## src/rtl/sector_end_pkg.sv

```systemverilog
// Package: shared types for the sector transfer termination controller.
// Assumes: nothing beyond standard SystemVerilog.
package sector_end_pkg;

    // Reason a transfer closes at a sector boundary, in priority order.
    typedef enum logic [1:0] {
        END_NONE = 2'd0,   // keep going
        END_TC   = 2'd1,   // explicit terminal count, normal status
        END_HOST = 2'd2,   // host underrun/overrun, abnormal status
        END_EOT  = 2'd3    // last allowed sector reached, abnormal status
    } end_cause_e;

endpackage

```

## src/rtl/sec_byte_counter.sv

```systemverilog
// Module: sec_byte_counter
// Counts disk-side bytes inside the current sector and flags the last byte.
// The sector length is 2**(BASE_LOG2 + code) bytes, with the code captured
// when a transfer is loaded. The index wraps to zero on its own at each
// boundary. Assumes stb is already qualified with the transfer being busy.
module sec_byte_counter #(
    parameter int BASE_LOG2 = 7,
    parameter int SZ_W      = 3,
    localparam int CNT_W    = BASE_LOG2 + (1 << SZ_W) - 1
) (
    input  logic            clk,
    input  logic            rst_n,
    input  logic            load,
    input  logic [SZ_W-1:0] code_in,
    input  logic            stb,
    output logic            sector_end
);

    logic [SZ_W-1:0]  code_q;
    logic [CNT_W-1:0] idx;
    logic [CNT_W-1:0] last_idx;
    int               shamt;

    // Index of the final byte of a sector for the captured size code.
    always_comb begin
        shamt    = BASE_LOG2 + int'(code_q);
        last_idx = (CNT_W'(1) << shamt) - CNT_W'(1);
    end

    assign sector_end = stb && (idx == last_idx);

    // Byte index: cleared on load, stepped on each strobe, wrapped at the boundary.
    always_ff @(posedge clk) begin
        if (!rst_n) begin
            idx    <= '0;
            code_q <= '0;
        end else if (load) begin
            idx    <= '0;
            code_q <= code_in;
        end else if (sector_end) begin
            idx    <= '0;
        end else if (stb) begin
            idx    <= idx + CNT_W'(1);
        end
    end

    // the index returns to zero after the last byte of a sector.
    a_r3_wrap_at_end: assert property (@(posedge clk) disable iff (!rst_n)
        sector_end && !load |=> idx == '0);

    // without a strobe or a load the count does not move.
    a_r3_idle_hold: assert property (@(posedge clk) disable iff (!rst_n)
        !stb && !load |=> $stable(idx));

    // the index never passes the last byte of the sector.
    a_r3_in_range: assert property (@(posedge clk) disable iff (!rst_n)
        idx <= last_idx);

endmodule

```

## src/rtl/sec_number_tracker.sv

```systemverilog
// Module: sec_number_tracker
// Holds the current sector number and the end-of-track sector number.
// Compares the two to flag the last allowed sector.
// Assumes the start sector is not above the EOT sector. Otherwise the
// count wraps through the whole sector range before reaching EOT.
module sec_number_tracker #(
    parameter int SEC_W = 8
) (
    input  logic             clk,
    input  logic             rst_n,
    input  logic             load,
    input  logic [SEC_W-1:0] start_sec,
    input  logic [SEC_W-1:0] eot_sec,
    input  logic             advance,
    output logic [SEC_W-1:0] cur_sec,
    output logic             at_eot
);

    logic [SEC_W-1:0] eot_q;

    assign at_eot = (cur_sec == eot_q);

    // Sector registers: loaded at the start of a command, stepped at boundaries.
    always_ff @(posedge clk) begin
        if (!rst_n) begin
            cur_sec <= '0;
            eot_q   <= '0;
        end else if (load) begin
            cur_sec <= start_sec;
            eot_q   <= eot_sec;
        end else if (advance) begin
            cur_sec <= cur_sec + SEC_W'(1);
        end
    end

    // a boundary that does not end the transfer steps the sector by one.
    a_r4_step_one: assert property (@(posedge clk) disable iff (!rst_n)
        advance && !load |=> cur_sec == $past(cur_sec) + SEC_W'(1));

    // a load takes the commanded first sector.
    a_r2_load_sec: assert property (@(posedge clk) disable iff (!rst_n)
        load |=> cur_sec == $past(start_sec));

endmodule

```

## src/rtl/sec_end_arbiter.sv

```systemverilog
// Module: sec_end_arbiter
// Owns the busy state and decides how a transfer ends. Terminal count and
// host misses seen during a sector are held until its last byte. At that
// boundary the highest-priority cause (terminal count, then host miss,
// then EOT) closes the transfer and sets the status flag.
// Assumes miss_now is already qualified with a byte strobe while busy.
module sec_end_arbiter
    import sector_end_pkg::*;
(
    input  logic clk,
    input  logic rst_n,
    input  logic accept,
    input  logic tc,
    input  logic miss_now,
    input  logic sector_end,
    input  logic at_eot,
    output logic finish,
    output logic busy,
    output logic done,
    output logic abnormal
);

    logic       tc_seen;
    logic       miss_seen;
    logic       tc_any;
    logic       miss_any;
    end_cause_e cause;

    // Rank the end conditions seen so far in this sector.
    always_comb begin
        tc_any   = tc_seen || (tc && busy);
        miss_any = miss_seen || miss_now;
        if (tc_any)        cause = END_TC;
        else if (miss_any) cause = END_HOST;
        else if (at_eot)   cause = END_EOT;
        else               cause = END_NONE;
        finish = busy && sector_end && (cause != END_NONE);
    end

    // Transfer state, pending end requests and the result registers.
    always_ff @(posedge clk) begin
        if (!rst_n) begin
            busy      <= 1'b0;
            done      <= 1'b0;
            abnormal  <= 1'b0;
            tc_seen   <= 1'b0;
            miss_seen <= 1'b0;
        end else begin
            done <= finish;
            if (accept) begin
                busy      <= 1'b1;
                abnormal  <= 1'b0;
                tc_seen   <= 1'b0;
                miss_seen <= 1'b0;
            end else if (finish) begin
                busy      <= 1'b0;
                abnormal  <= (cause != END_TC);
            end else if (busy) begin
                if (tc)       tc_seen   <= 1'b1;
                if (miss_now) miss_seen <= 1'b1;
            end
        end
    end

    // done never lasts two cycles.
    a_r9_done_single: assert property (@(posedge clk) disable iff (!rst_n)
        done |=> !done);

    // the transfer is idle while done is shown.
    a_r9_done_idle: assert property (@(posedge clk) disable iff (!rst_n)
        done |-> !busy);

    // busy only drops together with the done pulse.
    a_r9_fall_with_done: assert property (@(posedge clk) disable iff (!rst_n)
        $fell(busy) |-> done);

    // status holds while idle and no command arrives.
    a_r9_status_hold: assert property (@(posedge clk) disable iff (!rst_n)
        !busy && !accept |=> $stable(abnormal));

    // a terminal count held until the boundary gives normal status.
    a_r5_tc_normal: assert property (@(posedge clk) disable iff (!rst_n)
        finish && tc_seen |=> !abnormal);

    // a held host miss without terminal count gives abnormal status.
    a_r6_miss_abnormal: assert property (@(posedge clk) disable iff (!rst_n)
        finish && miss_seen && !tc_seen && !tc |=> abnormal);

endmodule

```

## src/rtl/sector_end_ctrl.sv

```systemverilog
// Module: sector_end_ctrl (top)
// Follows a single-sector or multi-sector transfer and signals its end.
// It ties together the byte counter, the sector tracker and the end
// arbiter. Assumes byte_stb marks bytes moved on the disk side of the
// buffer, so host-side writes never count as progress.
module sector_end_ctrl
    import sector_end_pkg::*;
#(
    parameter int SEC_W     = 8,
    parameter int SZ_W      = 3,
    parameter int BASE_LOG2 = 7
) (
    input  logic             clk,
    input  logic             rst_n,
    input  logic             start,
    input  logic [SEC_W-1:0] start_sec,
    input  logic [SEC_W-1:0] eot_sec,
    input  logic [SZ_W-1:0]  size_code,
    input  logic             byte_stb,
    input  logic             host_miss,
    input  logic             tc,
    output logic             busy,
    output logic             done,
    output logic             abnormal,
    output logic [SEC_W-1:0] cur_sec
);

    logic accept;
    logic cnt_stb;
    logic miss_now;
    logic sector_end;
    logic at_eot;
    logic finish;
    logic advance;

    // Qualify the command and the strobes with the transfer state.
    always_comb begin
        accept   = start && !busy;
        cnt_stb  = byte_stb && busy;
        miss_now = cnt_stb && host_miss;
        advance  = sector_end && !finish;
    end

    sec_byte_counter #(
        .BASE_LOG2 (BASE_LOG2),
        .SZ_W      (SZ_W)
    ) u_bytes (
        .clk        (clk),
        .rst_n      (rst_n),
        .load       (accept),
        .code_in    (size_code),
        .stb        (cnt_stb),
        .sector_end (sector_end)
    );

    sec_number_tracker #(
        .SEC_W (SEC_W)
    ) u_sectors (
        .clk       (clk),
        .rst_n     (rst_n),
        .load      (accept),
        .start_sec (start_sec),
        .eot_sec   (eot_sec),
        .advance   (advance),
        .cur_sec   (cur_sec),
        .at_eot    (at_eot)
    );

    sec_end_arbiter u_end (
        .clk        (clk),
        .rst_n      (rst_n),
        .accept     (accept),
        .tc         (tc),
        .miss_now   (miss_now),
        .sector_end (sector_end),
        .at_eot     (at_eot),
        .finish     (finish),
        .busy       (busy),
        .done       (done),
        .abnormal   (abnormal)
    );

    // while idle and without a command the sector number is frozen.
    a_r10_idle_sector: assert property (@(posedge clk) disable iff (!rst_n)
        !busy && !start |=> $stable(cur_sec));

    // while idle, strobes and terminal count do not start a transfer.
    a_r10_idle_stays: assert property (@(posedge clk) disable iff (!rst_n)
        !busy && !start |=> !busy);

endmodule

```

## config.mk

```make
export PLATFORM = sky130hd
export DESIGN_NAME = sector_end_ctrl
export DESIGN_NICKNAME = d
export VERILOG_FILES = /design/src/rtl/sector_end_pkg.sv /design/src/rtl/sec_byte_counter.sv /design/src/rtl/sec_number_tracker.sv /design/src/rtl/sec_end_arbiter.sv /design/src/rtl/sector_end_ctrl.sv
export SDC_FILE = /design/constraint.sdc
export NUM_CORES = 1
export LEC_CHECK = 0
export ABC_AREA = 1
export ABC_CLOCK_PERIOD_IN_PS = 2850
export BUFFER_PORTS_ARGS = -buffer_cell sky130_fd_sc_hd__buf_2
export CORE_MARGIN = 2
export CORE_UTILIZATION = 50
export CTS_CLUSTER_SIZE = 24
export DETAILED_ROUTE_END_ITERATION = 6
export HOLD_SLACK_MARGIN = 0.06
export PLACE_DENSITY = 0.72
export SYNTH_ARGS = -nofsm -noshare
export SYNTH_HDL_FRONTEND = slang
export SYNTH_HIERARCHICAL = 1
export SYNTH_SLANG_ARGS = --single-unit
```

## constraint.sdc

```tcl
create_clock -name clk -period 2.85 [get_ports clk]
set_clock_uncertainty 0.1 [all_clocks]
set_input_delay 0.1425 -clock clk [delete_from_list [all_inputs] [get_ports clk]]
set_output_delay 0.1425 -clock clk [all_outputs]
set_load 0.02 [all_outputs]
```

==> metrics.md, run 1 <==
| Metric | Value |
|---|---|
| Outcome | complete, no violations |
| Placed Cells | between 300 and 400 |
| Vias in the first global route | 1802 |
| Rows | 23 |
| Initial antenna violation count | 0 |
| Async S/R FF share, synth | 0% |
| Synth Instances | 299 |
| Worst skew pair latency | approximately 0.29 ns |
| Pins Over Slew Limit | 0 |
| Syn-to-layout area delta | 21.13% |
| Cell Count, Final, Fillers Out | ~400 |
| Place WS | between 0.4 and 0.5 ns |
| Mapped Area | 2084 um2 |
| CTS Root Cell | clkbuf_8 |
| Post-synth cell types | 32 |
| CP arrival | about 2.6 ns |
| Io pins | 36 |
| Core Util, Final | 63.12% |
| Remaining DRCs | 0 |
| Antenna Cells | 0 |
| Ys Warns | 6 |
| H-tree level count | 2 |
| Worst hold path type | input pin to flop |
| Vias per cell | 4.796 |
| HPWL Detailed | approximately 3.2 mm |
| Slowest cell on crit path | dfxtp_1 |
| Min cycle time layout | roughly 2.5 ns |
| CP cell instances | nand2_1 -> inv_1 -> nand2_1 -> nor2_1 -> nand3_1 -> nor2_1 -> nand3_1 -> nor2_1 -> nand2_1 -> inv_2 -> o21ai_0 -> inv_1 -> nor2_1 -> nor2_2 -> nand2_1 -> o211ai_1 -> nand2_1 -> inv_1 |
| Post-synth EDFFs | 0 |
| P_leak | about 1.1 nW |
| Crit path capture type | flop |
| Max-cap violation count | 0 |
| Setup violators final | 0 |
| CTS sink count | 38 |
| Setup crit start kind | flop |
| Largest net degree at the start of global routing | 18 |
| Routability Congestion | between 0.8 and 0.9 |
| Achievable Freq | ~410 MHz |
| Crit Path Class | flop to flop |
| Fin crit share | between 80 and 90% |
| Predominant post-synthesis flop cell | dfxtp_1 |
| Worst slew pin tran | about 0.57 ns |
| ANT nets after route | 0 |
| Slew margin rel. | between 60% and 70% |
| I/O Buffers | 35 |
| Die ar. | about 4700 um2 |
| First-pass GRT wire length | between 7 and 8 mm |
| Overflow after GRT | 0 |
| Fin Setup TNS | 0 ns |
| Wirelength per Cell | around 11 um |
| CTS tree | yes |
| Drt total wl | between 4 and 5 mm |
| Final worst slack | around 0.39 ns |
| Chip width | just under 70 um |
| Maximum vdd drop | approximately 0.00028 V |
| Vias post-DR | 1928 |
| Top cell by count, worst path | nand2_1 |
| Post-CTS resize count | 0 |
| First DRT Iteration DRCs | 60 |
| Final nets | about 380 |
| Layout cells sized above 1 | a little under a fifth |
| Initial core utilization | between 50 and 60% |
| CP peak stage delay | ~0.42 ns |
| CTS max path bufs | 2 |
| Synth Register Bits | 38 |
| Cell Pwr Density | around 450 nW/um2 |
| Total GRT Usage | between 20% and 30% |
| RSZ-0062 raised after global routing | false |
| Total Power | ~1.1 mW |
| Worst-path clk slew | around 0.07 ns |
| Crit-path max FO | 7 |
| Total CTS buffers | 5 |
| Final Hold Viols | 0 |
| Chip height | 68.57 um |
| DRT Pass-1 Iters | 4 |
| Average size of a mapped cell | between 6 and 7 um2 |
| Worst Path Required | 2.98 ns |
| Placeable core area | between 4000 and 5000 um2 |
| Post-synthesis sequential area ratio | 36.49% |
[registers in the layout, indices dropped and copies added, names as in the netlist]
name	flops
u_bytes/code_q	3
u_end/busy	1
u_bytes/idx	14
u_end/miss_seen	1
u_sectors/cur_sec	8
u_end/tc_seen	1
u_end/abnormal	1
u_sectors/eot_q	8
u_end/done	1
[worst paths after layout]
path	start	endpoint	slack (ns)	cells after the start
max reg2reg	u_end/busy$_SDFFE_PN0P_	u_sectors/cur_sec[0]$_SDFFE_PN0P_	0.39	18
min reg2reg	u_end/abnormal$_SDFFE_PP0P_	u_end/abnormal$_SDFFE_PP0P_	0.34	2
max	u_end/busy$_SDFFE_PN0P_	u_sectors/cur_sec[0]$_SDFFE_PN0P_	0.39	18
min	start_sec[4]	u_sectors/cur_sec[4]$_SDFFE_PN0P_	0.07	3
[critical path: cells and delay by family (launching register included)]
kind / cells / cell delay, ns
simple gates: 12 / 1.32
flops: 1 / 0.42
buf+inv: 4 / 0.38
compound gates: 2 / 0.20
[per-layer routing]
layer	vias to the layer above	routed length [um]	GRT usage [%]
li1	1042	-	-
met1	840	2119	26.56
met2	40	1988	34.98
met3	6	206	5.195
met4	0	51	6.250
met5	-	0	0
[logic make-up (layout without fill, tap and decap cells)]
| family | after synthesis | after routing | synth area share [%] |
|---|---|---|---|
| adder cells (fa/ha/maj) | 3 | 3 | 1.801 |
| buffers and inverters | 43 | 95 | 8.583 |
| flip-flops | 38 | 38 | 36.49 |
| XOR/XNOR | 24 | 24 | 10.08 |
| multiplexers | 1 | 1 | 0.4802 |
| AO/OA/AOI/OAI | 38 | 38 | 10.74 |
| other | 1 | 2 | 0.1799 |
| AND/OR/NAND/NOR | 151 | 151 | 31.63 |
[timing repair]
| item | 4_1_cts | 5_1_grt |
|---|---|---|
| hold buffers | 14 | 0 |
| endpoints found under the setup margin | 0 | 0 |
| hold endpoints to repair | 14 | 0 |
| buffers inserted | 0 | 0 |
[synth_stat cells (all sizes together), types with 3 or more instances]
library cell / instances / area share (%)
a22oi: 5 / 1.8
nor2: 53 / 10
xnor2: 6 / 2.5
dfxtp: 38 / 36
nand2: 67 / 13
nand3: 18 / 4.8
nand4: 4 / 1.2
ha: 3 / 1.8
a21oi: 14 / 3.7
inv: 37 / 6.7
buf: 5 / 1.7
nor3: 6 / 1.7
o21bai: 3 / 1.3
xor2: 18 / 7.6
o21ai: 15 / 3.6
[power breakdown]
group          switching, mW  internal, mW
logic                 0.0972        0.0778
registers             0.0283         0.554
clock network          0.184         0.195
total                  0.309         0.827
[per-stage QoR]
| step | area [um2] | hold slack, ns |
|---|---|---|
| CTS | 2525 | 0.06426 |
| finish | 2525 | 0.07232 |
| detailed placement | 2293 | 0.2709 |
| global route | 2525 | 0.07793 |
| floorplan | 2088 | 0.1774 |
| global placement | 2293 | 0.2617 |
[area by class of cell]
type | instances | area (um2)
fill | 349 | 1475
multi-input combinational | 219 | 1149
sequential | 38 | 760.7
timing repair buffer | 50 | 322.8
inverter | 37 | 138.9
clock buffer | 7 | 86.33
tap | 50 | 62.56
clock inverter | 1 | 5.005
[layout by cell type, fill, tap and decap left out, types with 2 or more instances in the layout]
cell           netlist  layout
nand2_1             63      63
nor2_1              46      46
dfxtp_1             38      38
buf_2                2      35
inv_1               33      33
xor2_1              18      18
nand3_1             16      16
dlygate4sd3_1        0      14
a21oi_1             12      12
o21ai_1             10      10
nor2_2               7       7
clkbuf_8             0       6
xnor2_1              6       6
o21ai_0              5       5
nor3_1               5       5
a22oi_1              5       5
nand4_1              4       4
inv_2                4       4
nand2_2              4       4
ha_1                 3       3
conb_1               1       2
a21oi_2              2       2
nand3_2              2       2
o21bai_1             2       2
Power figures use the tool's default switching activity.
==> run 2: changes to the inputs <==
--- a/config.mk
+++ b/config.mk
@@ -5,7 +5,6 @@
 export SDC_FILE = /design/constraint.sdc
 export NUM_CORES = 1
 export LEC_CHECK = 0
-export ABC_AREA = 1
 export ABC_CLOCK_PERIOD_IN_PS = 2850
 export BUFFER_PORTS_ARGS = -buffer_cell sky130_fd_sc_hd__buf_2
 export CORE_MARGIN = 2
==> metrics.md, run 2 <==
| Metric | Value |
|---|---|
| Final worst slack | 0.1462 ns (-0.2393 ns) |
| Largest family of logic cells by synthesized area | simple AND/OR/NAND/NOR gates |
| Worst-path clk slew | 0.08 ns (about the same) |
| CTS sink count | 38 (unchanged) |
| Io pins | 36 (unchanged) |
| Setup crit start kind | flop |
| Area share of the largest cell type after synthesis | 36.92% (+0.42 points) |
| Post-Place Cell Area | 2296 um2 (+0.11%) |
| Worst skew pair latency | 0.29 ns (about the same) |
| Vias post-DR | 1728 (-10%) |
| Syn-to-layout area delta | 23.68% |
| Predominant post-synthesis flop cell | dfxtp_1 |
| Achievable Freq | 369.8 MHz (-8.9%) |
| Worst hold path type | input pin to flop |
| Reg2reg end | u_sectors/cur_sec[6]$_SDFFE_PN0P_ |
| WHS Endpoint | u_sectors/cur_sec[0]$_SDFFE_PN0P_ |
| CTS max path bufs | 2 (unchanged) |
| Reg2reg path depth | 9 (-9) |
| ANT nets after route | 0 (unchanged) |
| Largest reg by FF count | u_bytes/idx |
| Post-CTS Setup Bufs | 0 (unchanged) |
| CP startpoint | u_bytes/code_q[0]$_SDFFE_PN0P_ |
| Max FFs per register | 14 (unchanged) |
| Largest regs | u_bytes/idx (14), u_sectors/cur_sec (8), u_sectors/eot_q (8) |
| Synth Instances | 225 (-25%) |
| Synth Register Bits | 38 (unchanged) |
| CTS Root Cell | clkbuf_8 |
| Post-synthesis xor/xnor area fraction | 11.90% (+1.8 points) |
| Largest net degree at the start of global routing | 28 (+10) |
| Vias per cell | 5.221 (+8.9%) |
| Cell Count, Final, Fillers Out | 331 (-18%) |
| Antenna Cells | 0 (unchanged) |
| RR Startpoint | u_bytes/code_q[0]$_SDFFE_PN0P_ |
| P_leak | 1.005 nW (-8.5%) |
| Crit-path max FO | 9 (+2) |
| Crit Path Class | flop to flop |
| Commonest non-fill, non-tap cell in the layout | dfxtp_1 |
| Post-Synth Simple-Gate Area | 29.39% (-2.2 points) |
| First DRT Iteration DRCs | 72 (+20%) |
| Commonest cells post-synth | dfxtp_1 (38), xnor2_1 (17), nor2b_1 (15) |
| Async S/R FF share, synth | 0% (unchanged) |
| Mux cell area share after synthesis | 6.800% (+6.3 points) |
| Adder-cell share of the synthesized area | 1.821% (+0.021 points) |
| Final Hold Viols | 0 (unchanged) |
| Cell with the most instances after synthesis | dfxtp_1 |
| Min cycle time layout | 2.704 ns (+0.2393 ns) |
| Compound-cell area share of the yosys netlist | 10.20% (-0.54 points) |
| R2R setup slack | 0.15 ns (-0.24 ns) |
| Synth top area cells | dfxtp_1 (37%), xnor2_1 (7.2%), mux2i_1 (6.8%) |
| Overflow after GRT | 0 (unchanged) |
| Outcome | complete, no violations |
| Place WS | 0.1882 ns (-0.2207 ns) |
| Vias in the first global route | 1669 (-7.4%) |
| CP arrival | 2.82 ns (+0.22 ns) |
| I/O Buffers | 35 (unchanged) |
| Initial core utilization | 51.89% (-0.22 points) |
| RSZ-0062 raised after global routing | false |
| Placed Cells | 307 (-19%) |
| Die ar. | 4651 um2 (-1.1%) |
| Drt total wl | 4.528 mm (+3.7%) |
| Cell Pwr Density | 472.8 nW/um2 (+5.1%) |
| DRT Pass-1 Iters | 4 (unchanged) |
| Crit path capture type | flop |
| Layout cells sized above 1 | 24.91% (+6.7 points) |
| Initial antenna violation count | 0 (unchanged) |
| Remaining DRCs | 0 (unchanged) |
| Rows | 23 (unchanged) |
| Mapped Area | 2061 um2 (-1.1%) |
| Pins Over Slew Limit | 0 (unchanged) |
| Total GRT Usage | 21.21% (+0.26 points) |
| Setup violators final | 0 (unchanged) |
| Most frequent cells in the layout | dfxtp_1 (37), buf_2 (35), xnor2_1 (17), dlygate4sd3_1 (16) |
| Total CTS buffers | 5 (unchanged) |
| CTS tree | yes |
| Cell taking the most area after synthesis | dfxtp_1 |
| Ys Warns | 6 (unchanged) |
| WHS | 0.07463 ns (+0.002308 ns) |
| Post-synthesis sequential area ratio | 36.92% (+0.42 points) |
| Placeable core area | 3971 um2 (-0.72%) |
| Routability Congestion | 0.7366 (-10%) |
| H-tree level count | 2 (unchanged) |
| Post-synth cell types | 48 (+50%) |
| Max-cap violation count | 0 (unchanged) |
| Post-synth EDFFs | 0 (unchanged) |
| Maximum vdd drop | 0.0002582 V (-6.7%) |
| Design area | 2549 um2 (+0.94%) |
| Worst Hold Depth | 4 (+1) |
| HPWL Detailed | 3.057 mm (-4.2%) |
| Chip width | 68.20 um (-0.53%) |
| Wirelength per Cell | 13.68 um (+26%) |
| Average size of a mapped cell | 9.159 um2 (+31%) |
| Final nets | 308 (-19%) |
| Worst Path Required | 2.97 ns (about the same) |
| Hold path start | start_sec[0] |
| First-pass GRT wire length | 7.286 mm (-1.9%) |
| Chip height | 68.20 um (-0.53%) |
| Fin Setup TNS | 0 ns (unchanged) |
| Fin crit share | 94.87% (+8.4 points) |
## run 2: worst max-delay path, cell delays in order (launching register included)
cell and delay (ns):
dfxtp_1 0.39, and4b_1 0.28, a2111oi_4 0.36, nand3_1 0.12
nor3_1 0.35, nor2b_1 0.19, buf_4 0.18, nand2_1 0.11
or3_1 0.36, a31oi_1 0.19
## run 2: logic make-up after synthesis
family                   Yosys count
AND/OR/NAND/NOR                  100
flip-flops                        38
other                              1
AO/OA/AOI/OAI                     29
buffers and inverters             12
XOR/XNOR                          28
multiplexers                      14
adder cells (fa/ha/maj)            3
## run 2: timing repair
action,CTS,global route
hold buffers,16,0
endpoints found under the hold margin,16,0
endpoints found under the setup margin,0,1
resized for setup,0,1
## run 2: worst max path at each step
stage               slack (ns)                                end
finish                    0.15  u_sectors/cur_sec[6]$_SDFFE_PN0P_
global route             0.008  u_sectors/cur_sec[6]$_SDFFE_PN0P_
CTS                       0.14  u_sectors/cur_sec[6]$_SDFFE_PN0P_
detailed placement        0.19  u_sectors/cur_sec[6]$_SDFFE_PN0P_
global placement          0.33  u_sectors/cur_sec[7]$_SDFFE_PN0P_
floorplan                 0.28  u_sectors/cur_sec[7]$_SDFFE_PN0P_
## run 2: layout make-up
class / count / area [um2]
Tap cell: 50 / 62.56
Fill cell: 362 / 1423
Clock inverter: 1 / 5.005
Multi-Input combinational cell: 176 / 1249
Sequential cell: 38 / 762.0
Inverter: 3 / 11.26
Clock buffer: 7 / 86.33
Timing Repair Buffer: 56 / 372.9
## run 2: where the power goes
group          switching, mW  internal (mW)  total (mW)
clock network          0.186          0.195       0.381
logic                  0.115          0.112       0.227
registers             0.0383          0.558       0.597
total                  0.339          0.866        1.20
## run 2: metrics by stage
stage | util (%) | power, mW
2_1_floorplan | - | 0.7512
3_3_place_gp | 57.81 | 0.8109
3_5_place_dp | 57.81 | 0.8153
4_1_cts | 64.15 | 1.213
5_1_grt | 64.18 | 1.272
6_report | 64.18 | 1.205
## run 2: metal layers
| metal | share of wire, % | up-vias | wire length (um) | GRT usage (%) |
|---|---|---|---|---|
| li1 | - | 902 | - | - |
| met2 | 47 | 30 | 2112 | 36.65 |
| met3 | 3.4 | 8 | 156 | 5.757 |
| met5 | 0 | - | 0 | 0 |
| met4 | 1.5 | 0 | 66 | 6.500 |
| met1 | 48 | 788 | 2192 | 25.51 |
